[src/rtl/nfc_pkg.sv]
`timescale 1ns/1ps
package nfc_pkg;
    typedef enum logic [1:0] {
        ST_READY   = 2'd0,
        ST_ID_ADDR = 2'd1,
        ST_RESET   = 2'd2
    } ctl_state_t;

    typedef enum logic [1:0] {
        OUT_ARRAY  = 2'd0,
        OUT_STATUS = 2'd1,
        OUT_ID     = 2'd2
    } out_mode_t;

    localparam int unsigned BYTE_W   = 8;
    localparam int unsigned ID_COUNT = 4;

    localparam logic [BYTE_W-1:0] OP_READ    = 8'h00;
    localparam logic [BYTE_W-1:0] OP_STATUS  = 8'h70;
    localparam logic [BYTE_W-1:0] OP_READ_ID = 8'h90;
    localparam logic [BYTE_W-1:0] OP_RESET   = 8'hFF;
    localparam logic [BYTE_W-1:0] ID_ADDR_OK = 8'h00;
    localparam logic [BYTE_W-1:0] MAKER_CODE = 8'hAD;
endpackage

[src/rtl/nfc_bus_latch.sv]
`timescale 1ns/1ps
module nfc_bus_latch
    import nfc_pkg::*;
(
    input  logic              clk,
    input  logic              rst_n,
    input  logic              ce_n,
    input  logic              cle,
    input  logic              ale,
    input  logic              we_n,
    input  logic [BYTE_W-1:0] io_in,
    output logic              cmd_valid,
    output logic              addr_valid,
    output logic [BYTE_W-1:0] bus_byte
);
    logic we_seen;
    logic strobe_done;

    always_ff @(posedge clk) begin
        if (!rst_n) begin
            we_seen <= 1'b1;
        end else begin
            we_seen <= we_n;
        end
    end

    // A write completes on the first sample of the strobe high after low
    assign strobe_done = we_n & ~we_seen & ~ce_n;
    assign cmd_valid   = strobe_done & cle & ~ale;
    assign addr_valid  = strobe_done & ale & ~cle;
    assign bus_byte    = io_in;
endmodule

[src/rtl/nfc_cmd_fsm.sv]
`timescale 1ns/1ps
module nfc_cmd_fsm
    import nfc_pkg::*;
#(
    parameter int unsigned TRST_CYCLES = 50,
    localparam int unsigned CNT_W = $clog2(TRST_CYCLES + 1)
) (
    input  logic              clk,
    input  logic              rst_n,
    input  logic              cmd_valid,
    input  logic              addr_valid,
    input  logic [BYTE_W-1:0] bus_byte,
    input  logic              array_busy,
    output ctl_state_t        state,
    output out_mode_t         mode,
    output logic [CNT_W-1:0]  rst_cnt,
    output logic              in_reset,
    output logic              id_restart,
    output logic              clear_fail,
    output logic              array_abort,
    output logic              fwd_cmd_valid,
    output logic              fwd_addr_valid,
    output logic [BYTE_W-1:0] fwd_byte
);
    localparam logic [CNT_W-1:0] CNT_LOAD = CNT_W'(TRST_CYCLES - 1);

    ctl_state_t       state_nx;
    out_mode_t        mode_nx;
    logic [CNT_W-1:0] cnt_nx;
    logic             accepting;
    logic             take_reset;
    logic             handled_here;

    assign accepting    = (state != ST_RESET);
    assign take_reset   = accepting & cmd_valid & (bus_byte == OP_RESET);
    assign handled_here = (bus_byte == OP_STATUS) | (bus_byte == OP_READ_ID) |
                          (bus_byte == OP_RESET);
    assign id_restart   = accepting & cmd_valid & (bus_byte == OP_READ_ID);
    assign clear_fail   = take_reset;
    assign in_reset     = (state == ST_RESET);

    // Next-state logic
    always_comb begin
        state_nx = state;
        mode_nx  = mode;
        cnt_nx   = rst_cnt;
        unique case (state)
            ST_READY, ST_ID_ADDR: begin
                if (cmd_valid) begin
                    if (bus_byte == OP_RESET) begin
                        state_nx = ST_RESET;          // T_START_RESET
                        cnt_nx   = CNT_LOAD;
                        mode_nx  = OUT_ARRAY;
                    end else if (bus_byte == OP_READ_ID) begin
                        state_nx = ST_ID_ADDR;        // T_ENTER_ID
                    end else if (bus_byte == OP_STATUS) begin
                        state_nx = ST_READY;          // T_ABANDON when in ID_ADDR
                        mode_nx  = OUT_STATUS;
                    end else if (bus_byte == OP_READ) begin
                        state_nx = ST_READY;
                        mode_nx  = OUT_ARRAY;
                    end else begin
                        state_nx = ST_READY;
                    end
                end else if (addr_valid && state == ST_ID_ADDR) begin
                    state_nx = ST_READY;              // T_ID_DONE
                    if (bus_byte == ID_ADDR_OK) begin
                        mode_nx = OUT_ID;
                    end
                end
            end
            ST_RESET: begin
                if (rst_cnt == '0) begin
                    state_nx = ST_READY;              // T_RESET_DONE
                end else begin
                    cnt_nx = rst_cnt - 1'b1;
                end
            end
            default: begin
                state_nx = ST_READY;
            end
        endcase
    end

    // State register
    always_ff @(posedge clk) begin
        if (!rst_n) begin
            state   <= ST_READY;
            mode    <= OUT_ARRAY;
            rst_cnt <= '0;
        end else begin
            state   <= state_nx;
            mode    <= mode_nx;
            rst_cnt <= cnt_nx;
        end
    end

    // Registered outputs to the array engines
    always_ff @(posedge clk) begin
        if (!rst_n) begin
            array_abort    <= 1'b0;
            fwd_cmd_valid  <= 1'b0;
            fwd_addr_valid <= 1'b0;
            fwd_byte       <= '0;
        end else begin
            array_abort    <= take_reset & array_busy;
            fwd_cmd_valid  <= accepting & cmd_valid & ~handled_here;
            fwd_addr_valid <= (state == ST_READY) & addr_valid & ~cmd_valid;
            fwd_byte       <= bus_byte;
        end
    end
endmodule

[src/rtl/nfc_status_reg.sv]
`timescale 1ns/1ps
module nfc_status_reg
    import nfc_pkg::*;
(
    input  logic              clk,
    input  logic              rst_n,
    input  logic              wp_n,
    input  logic              ready,
    input  logic              array_done,
    input  logic              array_fail,
    input  logic              clear_fail,
    output logic [BYTE_W-1:0] status_byte
);
    logic fail_flag;

    always_ff @(posedge clk) begin
        if (!rst_n) begin
            fail_flag <= 1'b0;
        end else if (clear_fail) begin
            fail_flag <= 1'b0;
        end else if (array_done) begin
            fail_flag <= array_fail;
        end
    end

    assign status_byte = {wp_n, ready, ready, 4'b0000, fail_flag};
endmodule

[src/rtl/nfc_read_mux.sv]
`timescale 1ns/1ps
module nfc_read_mux
    import nfc_pkg::*;
#(
    parameter logic [BYTE_W-1:0] DEVICE_ID = 8'hD5,
    parameter logic [BYTE_W-1:0] ID_BYTE3  = 8'h14,
    parameter logic [BYTE_W-1:0] ID_BYTE4  = 8'hB6,
    localparam int unsigned IDX_W = $clog2(ID_COUNT)
) (
    input  logic              clk,
    input  logic              rst_n,
    input  logic              ce_n,
    input  logic              re_n,
    input  out_mode_t         mode,
    input  logic              id_restart,
    input  logic [BYTE_W-1:0] status_byte,
    input  logic [BYTE_W-1:0] array_data,
    output logic [BYTE_W-1:0] io_out,
    output logic [IDX_W-1:0]  id_index
);
    logic              re_seen;
    logic              read_done;
    logic [BYTE_W-1:0] id_tab [ID_COUNT];

    function automatic logic [BYTE_W-1:0] id_entry(input int unsigned k);
        case (k)
            0:       return MAKER_CODE;
            1:       return DEVICE_ID;
            2:       return ID_BYTE3;
            default: return ID_BYTE4;
        endcase
    endfunction

    for (genvar g = 0; g < ID_COUNT; g++) begin : g_id
        assign id_tab[g] = id_entry(g);
    end

    assign read_done = re_n & ~re_seen & ~ce_n;

    always_ff @(posedge clk) begin
        if (!rst_n) begin
            re_seen  <= 1'b1;
            id_index <= '0;
        end else begin
            re_seen <= re_n;
            if (id_restart) begin
                id_index <= '0;
            end else if (mode == OUT_ID && read_done) begin
                id_index <= (id_index == IDX_W'(ID_COUNT - 1)) ? '0 : id_index + 1'b1;
            end
        end
    end

    always_comb begin
        unique case (mode)
            OUT_STATUS: io_out = status_byte;
            OUT_ID:     io_out = id_tab[id_index];
            default:    io_out = array_data;
        endcase
    end
endmodule

[src/rtl/nfc_cmd_frontend.sv]
`timescale 1ns/1ps
module nfc_cmd_frontend
    import nfc_pkg::*;
#(
    parameter int unsigned       TRST_CYCLES = 50,
    parameter logic [7:0]        DEVICE_ID   = 8'hD5,
    parameter logic [7:0]        ID_BYTE3    = 8'h14,
    parameter logic [7:0]        ID_BYTE4    = 8'hB6
) (
    input  logic       clk,
    input  logic       rst_n,
    input  logic       ce_n,
    input  logic       cle,
    input  logic       ale,
    input  logic       we_n,
    input  logic       re_n,
    input  logic       wp_n,
    input  logic [7:0] io_in,
    output logic [7:0] io_out,
    output logic       io_oe,
    output logic       rb,
    input  logic       array_busy,
    input  logic       array_done,
    input  logic       array_fail,
    input  logic [7:0] array_data,
    output logic       array_abort,
    output logic       fwd_cmd_valid,
    output logic       fwd_addr_valid,
    output logic [7:0] fwd_byte
);
    localparam int unsigned CNT_W = $clog2(TRST_CYCLES + 1);
    localparam int unsigned IDX_W = $clog2(ID_COUNT);

    logic              cmd_valid;
    logic              addr_valid;
    logic [BYTE_W-1:0] bus_byte;
    ctl_state_t        state;
    out_mode_t         mode;
    logic [CNT_W-1:0]  rst_cnt;
    logic              in_reset;
    logic              id_restart;
    logic              clear_fail;
    logic [BYTE_W-1:0] status_byte;
    logic [IDX_W-1:0]  id_index;

    assign rb    = ~in_reset & ~array_busy;
    assign io_oe = ~ce_n & ~re_n;

    nfc_bus_latch u_latch (
        .clk        (clk),
        .rst_n      (rst_n),
        .ce_n       (ce_n),
        .cle        (cle),
        .ale        (ale),
        .we_n       (we_n),
        .io_in      (io_in),
        .cmd_valid  (cmd_valid),
        .addr_valid (addr_valid),
        .bus_byte   (bus_byte)
    );

    nfc_cmd_fsm #(.TRST_CYCLES(TRST_CYCLES)) u_fsm (
        .clk            (clk),
        .rst_n          (rst_n),
        .cmd_valid      (cmd_valid),
        .addr_valid     (addr_valid),
        .bus_byte       (bus_byte),
        .array_busy     (array_busy),
        .state          (state),
        .mode           (mode),
        .rst_cnt        (rst_cnt),
        .in_reset       (in_reset),
        .id_restart     (id_restart),
        .clear_fail     (clear_fail),
        .array_abort    (array_abort),
        .fwd_cmd_valid  (fwd_cmd_valid),
        .fwd_addr_valid (fwd_addr_valid),
        .fwd_byte       (fwd_byte)
    );

    nfc_status_reg u_status (
        .clk         (clk),
        .rst_n       (rst_n),
        .wp_n        (wp_n),
        .ready       (rb),
        .array_done  (array_done),
        .array_fail  (array_fail),
        .clear_fail  (clear_fail),
        .status_byte (status_byte)
    );

    nfc_read_mux #(
        .DEVICE_ID (DEVICE_ID),
        .ID_BYTE3  (ID_BYTE3),
        .ID_BYTE4  (ID_BYTE4)
    ) u_rdmux (
        .clk         (clk),
        .rst_n       (rst_n),
        .ce_n        (ce_n),
        .re_n        (re_n),
        .mode        (mode),
        .id_restart  (id_restart),
        .status_byte (status_byte),
        .array_data  (array_data),
        .io_out      (io_out),
        .id_index    (id_index)
    );
endmodule

[config.mk]
export PLATFORM = sky130hd
export DESIGN_NAME = nfc_cmd_frontend
export DESIGN_NICKNAME = d
export VERILOG_FILES = /design/src/rtl/nfc_pkg.sv /design/src/rtl/nfc_bus_latch.sv /design/src/rtl/nfc_cmd_fsm.sv /design/src/rtl/nfc_status_reg.sv /design/src/rtl/nfc_read_mux.sv /design/src/rtl/nfc_cmd_frontend.sv
export SDC_FILE = /design/constraint.sdc
export NUM_CORES = 1
export LEC_CHECK = 0
export CAP_MARGIN = 30
export CORE_UTILIZATION = 55
export DETAILED_ROUTE_END_ITERATION = 16
export DONT_BUFFER_PORTS = 1
export HOLD_SLACK_MARGIN = 0.1
export PLACE_DENSITY = 0.82
export SLEW_MARGIN = 5
export SYNTH_ARGS = -nofsm -noshare
export SYNTH_HDL_FRONTEND = slang
export SYNTH_SLANG_ARGS = --single-unit
export TNS_END_PERCENT = 20
[constraint.sdc]
create_clock -name clk -period 1.8 [get_ports clk]
set_input_delay 0.36 -clock clk [delete_from_list [all_inputs] [get_ports clk]]
set_output_delay 0.36 -clock clk [all_outputs]
set_load 0.05 [all_outputs]
==> results of run 1 <==
[sequential cells by signal, indices dropped and copies added, names as in the netlist]
register,cells
u_fsm.fwd_addr_valid,1
u_rdmux.re_seen,1
u_latch.we_seen,1
u_fsm.array_abort,1
u_status.fail_flag,1
u_fsm.state,2
u_rdmux.id_index,2
u_fsm.rst_cnt,6
u_fsm.fwd_byte,8
u_fsm.mode,2
u_fsm.fwd_cmd_valid,1
[layout by cell type (no fill, tap or decap), types with 2 or more instances in the layout]
cell type,instances
nor2_1,19
ha_4,2
nand3_1,4
nand2b_1,8
nor4_1,3
buf_6,7
buf_4,11
nand2_1,18
o21a_1,2
nand2_2,2
inv_2,3
and2_1,8
clkbuf_4,3
o211ai_1,2
ha_1,7
a211oi_1,2
dfxtp_1,20
o21ai_2,4
nor3_1,5
inv_1,7
nor2b_1,2
xnor2_1,2
a22oi_1,2
a21oi_1,5
dfxtp_2,5
[metal layers]
layer | wire [um] | up-vias | share of wire [%]
li1 | - | 608 | -
met1 | 1320 | 581 | 37
met2 | 1980 | 55 | 55
met3 | 224 | 8 | 6.3
met4 | 57 | 0 | 1.6
met5 | 0 | - | 0
[repair_timing]
action                     CTS  global route
hold endpoints to repair     0             1
hold buffers                 0             1
gates resized for setup     10            22
pin swaps                    2             3
setup endpoints to repair    7            13
buffers inserted             0             5
[worst max-delay path, cell delays in order, from the launching register on]
cell	delay, ns
dfxtp_2	0.37
inv_2	0.05
ha_4	0.26
buf_6	0.14
buf_6	0.12
o21ai_1	0.16
buf_6	0.18
[kinds of logic (layout without fill, tap and decap cells)]
kind of cell	Yosys count	after routing
AND/OR/NAND/NOR	84	84
AO/OA/AOI/OAI	28	28
flip-flops	26	26
buffers and inverters	12	35
adder cells (fa/ha/maj)	9	9
XOR/XNOR	3	3
multiplexers	1	1
[stage by stage]
step           total power (W)  TNS [ns]
4_1_cts                0.00126    -0.568
3_3_place_gp          0.000862         0
3_5_place_dp          0.000870  -0.00492
5_1_grt                0.00134     -1.26
2_1_floorplan         0.000808    -0.184
6_report               0.00129    -0.651
[worst min path at each step]
stage / start / end / cells after the start
4_1_cts: rst_n / u_latch.we_seen / 1
6_report: rst_n / u_rdmux.re_seen / 1
3_5_place_dp: rst_n / u_latch.we_seen / 1
2_1_floorplan: rst_n / u_latch.we_seen / 1
3_3_place_gp: rst_n / u_rdmux.re_seen / 1
5_1_grt: rst_n / u_rdmux.re_seen / 1
[power breakdown]
part / total (W) / internal (W) / switching, W / leakage (nW)
registers: 0.000636 / 0.000592 / 0.0000439 / 0.216
logic: 0.000260 / 0.000109 / 0.000151 / 0.458
clock network: 0.000397 / 0.000225 / 0.000172 / 0.0279
[cell type report]
class	count	area, um2	area share [%]
clock buffers	3	22.5	1.28
clock inverters	1	30.0	1.70
inverters	10	37.5	2.13
multi-input cells	125	890	50.5
flip-flops and latches	26	531	30.1
well taps	28	35.0	1.99
repair buffers	21	216	12.3
==> results.sh, run 1 <==
export IMPL_status="finished with violations"
export IMPL_violations="setup timing"
export IMPL_busiest_layer="met2"
export IMPL_grt_use_met1_pct=28.4
export IMPL_pre_cts_ws_ns=-0.00492
export IMPL_p_leak_nw=0.702
export IMPL_seq_area_frac_synth_pct=38.0
export IMPL_clockBufferDepth=2
export IMPL_synth_top_family_by_area="simple AND/OR/NAND/NOR gates"
export IMPL_start_kind="flop"
export IMPL_hold_viol=0
export IMPL_setup_slack_ns=-0.149
export IMPL_syn_inst=163
export IMPL_routed_wl_um=3570
export IMPL_cp_endpoint="io_out[1]"
export IMPL_antenna_found_initial=0
export IMPL_placementRows=17
export IMPL_cp_arrival_ns=1.59
export IMPL_synth_xor_area_share_pct=1.92
export IMPL_yosysMostFrequentCell="dfxtp_1"
export IMPL_setup_worst_path_class="flop to output pin"
export IMPL_final_antenna_net_count=0
export IMPL_fin_skew_ns=0.00541
export IMPL_ys_warn_count=0
export IMPL_ys_types=42
export IMPL_fin_cells=214
export IMPL_ff2ff_path_depth=6
export IMPL_drt_iter0_drc=38
export IMPL_peakVddDrop_uv=671
export IMPL_hpwl_um=2430
export IMPL_viasPerCell=5.85
export IMPL_synthAdderAreaFrac_pct=8.23
export IMPL_root_buffer="clkbuf_4"
export IMPL_final_util_pct=77.4
export IMPL_synth_common_cells="dfxtp_1, nor2_1, nand2_1"
export IMPL_drc=0
export IMPL_worst_hold_path_type="primary input to flop"
export IMPL_synth_compound_area_share_pct=14.8
export IMPL_final_area_um2=1760
export IMPL_worstPathRequired_ns=1.44
export IMPL_synth_seq_cells=26
export IMPL_synth_edf_count=0
export IMPL_clock_sinks=26
export IMPL_path_max_fanout=6
export IMPL_power_density_nw_per_um2=734
export IMPL_area_growth_pct=28.7
export IMPL_reg2reg_slack_ns=0.03
export IMPL_gr_usage_all_layers_pct=25.6
export IMPL_ys_top_cells_by_area="dfxtp_1, ha_1, nor2_1"
export IMPL_fin_nets=223
export IMPL_postSynthAreaPerCell_um2=8.40
export IMPL_grtUsageMet2_pct=48.5
export IMPL_finalHoldWorstSlack_ns=0.129
export IMPL_final_max_slew_viol_count=0
export IMPL_grt_pass1_wl_um=5190
export IMPL_fp_dieW_um=51.9
export IMPL_nFillCells=166
export IMPL_fin_crit_ns=1.95
export IMPL_r2r_end="u_fsm.state[1]"
export IMPL_gp_congestion=0.780
export IMPL_io_buffer_count=0
export IMPL_vias=1252
export IMPL_grt_remaining_overflow=0
export IMPL_timing_rr_start="u_latch.we_seen"
export IMPL_num_antenna_cells=0
export IMPL_die_height_um=51.9
export IMPL_maxCapViolCount=0
export IMPL_setup_violations=8
export IMPL_rsz0062_at_grt="yes"
export IMPL_drive_above_1_share_pct=29.0
export IMPL_htreeDepth=1
export IMPL_worst_slew_pin_slew_ns=0.495
export IMPL_synth_top_area_cell="dfxtp_1"
export IMPL_grt_pass1_vias=1218
export IMPL_start_util_pct=60.1
export IMPL_async_flop_share_pct=0
export IMPL_worstSetupStartpoint="u_fsm.mode[0]"
export IMPL_muxShareOfSynthArea_pct=0.731
export IMPL_slew_headroom_pct=67.0
export IMPL_min_period_over_period_pct=108
export IMPL_synthSimpleGateAreaFrac_pct=33.0
export IMPL_cts_tree="built"
export IMPL_ys_flop_type="dfxtp_1"
export IMPL_coreArea_um2=2280
export IMPL_clkTransAtPathRegs_ns=0.14
export IMPL_synth_nets=199
export IMPL_syn_area_um2=1370
export IMPL_gr_usage_met3_pct=3.22
export IMPL_end_kind="output pin"
export IMPL_first_pass_iters=4
export IMPL_clk_latency_ns=0.32
export IMPL_grt_max_degree=18
export IMPL_detail_route_wl_per_cell_um=16.7
export IMPL_numCtsBuffers=3
export IMPL_num_io_pins=48
export IMPL_fmax_mhz=513
export IMPL_dieArea_um2=2690
export IMPL_netlist_area_leader_share_pct=38.0
export IMPL_dpl_instance_area_um2=1560
export IMPL_numPlacedInstances=204
Power figures use the tool's default switching activity.
==> run 2, diff against run 1 <==
- CORE_ASPECT_RATIO: unset -> 1.25
- CORE_UTILIZATION: 55 -> 25
- GPL_ROUTABILITY_DRIVEN: unset -> 0
- PLACE_DENSITY: 0.82 -> 0.49
==> results.sh, run 2 (same netlist as run 1, synthesis figures left out) <==
export IMPL_pwr_share_comb_pct=18.3
export IMPL_end_kind="output pin"
export IMPL_clkTransAtPathRegs_ns=0.09
export IMPL_fmax_mhz=541
export IMPL_slowest_delay_ns=0.36
export IMPL_path_max_fanout=8
export IMPL_status="finished with violations"
export IMPL_antenna_found_initial=0
export IMPL_cp_arrival_ns=1.49
export IMPL_setup_worst_path_class="flop to output pin"
export IMPL_grt_max_degree=18
export IMPL_setup_violations=2
export IMPL_clk_latency_ns=0.27
export IMPL_drive_above_1_share_pct=28.0
export IMPL_detail_route_wl_per_cell_um=12.9
export IMPL_cp_slowest_cell="dfxtp_2"
export IMPL_setup_slack_ns=-0.0500
export IMPL_fin_nets=226
export IMPL_gr_usage_all_layers_pct=11.5
export IMPL_largest_reg_flops=8
export IMPL_worst_slew_pin_slew_ns=0.487
export IMPL_finalHoldWorstSlack_ns=0.161
export IMPL_mostFrequentLayoutCell="dfxtp_1"
export IMPL_fin_skew_ns=0.00491
export IMPL_vias=1161
export IMPL_grt_use_met1_pct=13.3
export IMPL_viasPerCell=4.63
export IMPL_clockBufferDepth=2
export IMPL_busiest_layer="met2"
export IMPL_num_io_pins=48
export IMPL_fin_crit_ns=1.85
export IMPL_violations="setup timing"
export IMPL_min_period_over_period_pct=103
export IMPL_p_leak_nw=0.730
export IMPL_routed_wl_um=3250
export IMPL_hold_viol=0
export IMPL_grtUsageMet2_pct=20.3
export IMPL_top_register="u_fsm.fwd_byte"
export IMPL_grt_pass1_vias=1073
export IMPL_start_kind="flop"
export IMPL_placementRows=29
export IMPL_die_height_um=84.7
export IMPL_rsz0062_at_grt="yes"
export IMPL_final_antenna_net_count=0
export IMPL_power_switching_w=0.000367
export IMPL_layout_common_cells="dfxtp_1, nand2_1, nor2_1"
export IMPL_io_buffer_count=0
export IMPL_p_seq_share_pct=46.5
export IMPL_clock_sinks=26
export IMPL_fp_dieW_um=68.2
export IMPL_grt_pass1_wl_um=5010
export IMPL_largest_registers="u_fsm.fwd_byte: 8 flops, u_fsm.rst_cnt: 6 flops"
export IMPL_dieArea_um2=5780
export IMPL_grt_remaining_overflow=0
export IMPL_path_cells="inv_2 > ha_4 > nand3b_1 > o211ai_1 > clkbuf_16"
export IMPL_pwr_share_clk_pct=35.2
export IMPL_crit_buf_inv=2
export IMPL_slew_headroom_pct=67.5
export IMPL_start_util_pct=26.4
export IMPL_root_buffer="clkbuf_8"
export IMPL_power_total_w=0.00136
export IMPL_final_max_slew_viol_count=0
export IMPL_gr_usage_met3_pct=1.90
export IMPL_path_delay_family="flip-flops"
export IMPL_htreeDepth=1
export IMPL_numCtsBuffers=3
export IMPL_coreArea_um2=5190
export IMPL_switching_share_pct=26.9
export IMPL_peakVddDrop_uv=250
export IMPL_maxCapViolCount=0
export IMPL_hpwl_um=2510
export IMPL_first_pass_iters=4
export IMPL_power_density_nw_per_um2=745
export IMPL_num_antenna_cells=0
export IMPL_area_growth_pct=33.5
export IMPL_drc=0
export IMPL_cts_tree="built"
export IMPL_worst_hold_path_type="primary input to flop"
export IMPL_p_int_w=0.000995
export IMPL_worstPathRequired_ns=1.44
export IMPL_drt_iter0_drc=18
-- run 2: power by group through the flow --
stage          logic, W  registers [W]  clock network (W)
2_1_floorplan  0.000162       0.000646                  0
3_3_place_gp   0.000221       0.000648                  0
3_5_place_dp   0.000222       0.000648                  0
4_1_cts        0.000224       0.000634           0.000499
5_1_grt        0.000269       0.000636           0.000521
6_report       0.000249       0.000634           0.000479
-- run 2: routing by layer --
| metal | vias up | wire (um) | share of wire (%) |
|---|---|---|---|
| li1 | 610 | - | - |
| met1 | 521 | 1320 | 41 |
| met2 | 26 | 1730 | 53 |
| met3 | 4 | 148 | 4.6 |
| met4 | 0 | 44 | 1.4 |
| met5 | - | 0 | 0 |
-- run 2: timing repair --
item                       in CTS  in global routing
hold buffers                    0                  0
buffers inserted                1                  2
gates resized for setup         5                 19
pin swaps                       2                  2
setup endpoints to repair       6                 10
-- run 2: worst register-to-register path: stages, from the launching register on --
cell       delay [ns]
dfxtp_1          0.31
or3b_4           0.39
buf_4            0.17
nor2_1           0.26
buf_4            0.18
nor2_1           0.04
o2bb2ai_1        0.12
o21a_1           0.16
-- run 2: worst paths after layout --
kind | startpoint | end | slack, ns | depth (start not counted)
max | u_fsm.mode[0] | io_out[6] | -0.05 | 5
min reg2reg | u_fsm.state[0] | u_fsm.fwd_addr_valid | 0.46 | 1
max reg2reg | u_latch.we_seen | u_fsm.mode[1] | 0.08 | 7
min | rst_n | u_rdmux.re_seen | 0.16 | 1
-- run 2: cell type report --
class / instances / area (um2)
fillers: 527 / 3360
multi-input cells: 125 / 881
flip-flops and latches: 26 / 527
repair buffers: 24 / 233
well taps: 62 / 77.6
clock buffers: 3 / 41.3
inverters: 10 / 37.5
clock inverters: 1 / 30.0
-- run 2: per-stage QoR --
step	setup WS, ns	instance area (um2)	instances	setup TNS [ns]	utilization [%]
4_1_cts	-0.0762	1740	249	-0.259	33.6
6_report	-0.0500	1830	251	-0.0509	35.2
3_5_place_dp	-0.0104	1640	244	-0.0104	31.7
3_3_place_gp	0.0146	1640	244	0	31.7
5_1_grt	-0.110	1830	251	-0.684	35.2
2_1_floorplan	-0.0827	1400	163	-0.184	-
==> run 3, diff against run 2 <==
- SYNTH_HIERARCHICAL: unset -> 1
==> results.sh, run 3 <==
export IMPL_status="finished with violations"
export IMPL_violations="setup timing"
export IMPL_num_io_pins=48
export IMPL_numCtsBuffers=3
export IMPL_ys_top_cells_by_area="dfxtp_1, buf_4, ha_1"
export IMPL_gr_usage_all_layers_pct=9.84
export IMPL_synth_edf_count=0
export IMPL_dieArea_um2=6710
export IMPL_power_density_nw_per_um2=568
export IMPL_final_max_slew_viol_count=0
export IMPL_fin_skew_ns=0.00431
export IMPL_cts_tree="built"
export IMPL_clockBufferDepth=2
export IMPL_hpwl_um=2680
export IMPL_io_buffer_count=0
export IMPL_start_kind="flop"
export IMPL_die_height_um=91.3
export IMPL_netlist_area_leader_share_pct=32.6
export IMPL_area_growth_pct=24.8
export IMPL_fmax_mhz=544
export IMPL_async_flop_share_pct=0
export IMPL_setup_violations=4
export IMPL_htreeDepth=1
export IMPL_ys_warn_count=6
export IMPL_cp_arrival_ns=1.48
export IMPL_maxCapViolCount=0
export IMPL_clk_latency_ns=0.26
export IMPL_root_buffer="clkbuf_8"
export IMPL_first_pass_iters=4
export IMPL_ys_flop_type="dfxtp_1"
export IMPL_seq_area_frac_synth_pct=32.6
export IMPL_reg2reg_slack_ns=0
export IMPL_whs_path_depth=1
export IMPL_syn_inst=182
export IMPL_routed_wl_um=3270
export IMPL_largest_registers="u_fsm/fwd_byte: 8 flops, u_fsm/rst_cnt: 6 flops"
export IMPL_fin_crit_ns=1.84
export IMPL_worstPathRequired_ns=1.44
export IMPL_hold_viol=0
export IMPL_synth_common_cells="dfxtp_1, buf_4, nand2_1"
export IMPL_finalHoldWorstSlack_ns=0.172
export IMPL_min_period_over_period_pct=102
export IMPL_timing_rr_start="u_latch/we_seen"
export IMPL_path_max_fanout=6
export IMPL_mostFrequentLayoutCell="dfxtp_1"
export IMPL_r2r_end="u_fsm/mode[0]"
export IMPL_start_util_pct=25.9
export IMPL_yosysMostFrequentCell="dfxtp_1"
export IMPL_setup_worst_path_class="flop to output pin"
export IMPL_cp_endpoint="io_out[7]"
export IMPL_drive_above_1_share_pct=29.6
export IMPL_synth_top_area_cell="dfxtp_1"
export IMPL_worst_hold_path_type="primary input to flop"
export IMPL_synth_seq_cells=26
export IMPL_clkTransAtPathRegs_ns=0.08
export IMPL_drt_iter0_drc=15
export IMPL_grt_pass1_vias=1115
export IMPL_rsz0062_at_grt="yes"
export IMPL_final_antenna_net_count=0
export IMPL_p_leak_nw=0.707
export IMPL_placementRows=32
export IMPL_grt_pass1_wl_um=5180
export IMPL_final_setup_tns_ns=-0.155
export IMPL_viasPerCell=4.53
export IMPL_peakVddDrop_uv=264
export IMPL_ff2ff_path_depth=6
export IMPL_grt_remaining_overflow=0
export IMPL_postSynthAreaPerCell_um2=8.77
export IMPL_top_register="u_fsm/fwd_byte"
export IMPL_fin_nets=223
export IMPL_clock_sinks=26
export IMPL_layout_common_cells="dfxtp_1, nand2_1, buf_4"
export IMPL_pre_cts_ws_ns=-0.112
export IMPL_coreArea_um2=6170
export IMPL_fp_dieW_um=73.5
export IMPL_drc=0
export IMPL_largest_reg_flops=8
export IMPL_setup_slack_ns=-0.0396
export IMPL_num_antenna_cells=0
export IMPL_syn_area_um2=1600
export IMPL_detail_route_wl_per_cell_um=12.1
export IMPL_worstSetupStartpoint="u_fsm/mode[0]"
export IMPL_antenna_found_initial=0
export IMPL_grt_max_degree=31
export IMPL_ys_types=44
export IMPL_end_kind="output pin"
export IMPL_vias=1227
-- run 3: cell count changes in the layout (fill, tap and decap cells not counted), sizes merged, moves of 4 or more --
cell	delta
a31oi	+5
mux2i	+4
nand2	-6
conb	+4
buf	-4
nand4	+4
nor2	-13
-- run 3: critical path, stage by stage, from the launching register on --
cell and delay, ns:
dfxtp_2 0.34, inv_2 0.04, ha_4 0.29, clkinvlp_4 0.19, a31oi_4 0.20, buf_12 0.15
-- run 3: kinds of logic after synthesis --
logic type | Yosys count | synth area share, %
muxes | 5 | 3.13
buffers and inverters | 33 | 12.0
DFF | 26 | 32.6
other | 1 | 0.235
and+or+nand+nor | 76 | 29.8
adders and majority gates | 9 | 7.05
AOI/OAI and AO/OA | 32 | 15.2
-- run 3: what timing repair did --
action                                  4_1_cts  5_1_grt
gates resized for setup                      12        3
endpoints found under the setup margin       17       18
hold buffers                                  0        0
buffers inserted                              0        0
pin swaps                                     6        3
-- run 3: stage by stage --
step / std cells / instance area (um2) / total power, W / util, %
2_1_floorplan: 185 / 1730 / 0.000766 / -
3_3_place_gp: 267 / 1870 / 0.000773 / 30.4
3_5_place_dp: 267 / 1870 / 0.000774 / 30.4
4_1_cts: 271 / 1980 / 0.00116 / 32.0
5_1_grt: 271 / 1990 / 0.00118 / 32.3
6_report: 271 / 1990 / 0.00113 / 32.3
-- run 3: worst min path at each step --
| stage | from | slack [ns] | end |
|---|---|---|---|
| global route | rst_n | 0.16 | u_latch/we_seen |
| finish | rst_n | 0.17 | u_latch/we_seen |
| detailed placement | u_fsm/state[0] | 0.44 | u_fsm/fwd_addr_valid |
| floorplan | u_fsm/state[0] | 0.41 | u_fsm/fwd_addr_valid |
| CTS | rst_n | 0.16 | u_latch/we_seen |
| global placement | u_fsm/state[0] | 0.44 | u_fsm/fwd_addr_valid |
-- run 3: layer usage --
metal	wire (um)	track usage (%)	vias to the layer above
met5	0	0	-
met4	29	3.37	0
met3	104	1.44	2
met2	1890	19.0	19
met1	1240	10.4	581
li1	-	-	625
-- run 3: power breakdown --
part | internal [W] | leakage [nW] | switching (W)
clock network | 0.000195 | 0.0288 | 0.000172
logic | 0.0000628 | 0.464 | 0.0000744
registers | 0.000588 | 0.214 | 0.0000390
total | 0.000846 | 0.707 | 0.000285
-- run 3: final cells by class --
| type | count | area (um2) |
|---|---|---|
| inverter | 11 | 50.0 |
| timing repair buffer | 19 | 216 |
| multi-input combinational | 126 | 1040 |
| fill | 662 | 4170 |
| sequential | 26 | 526 |
| tap | 85 | 106 |
| clock buffer | 4 | 55.1 |
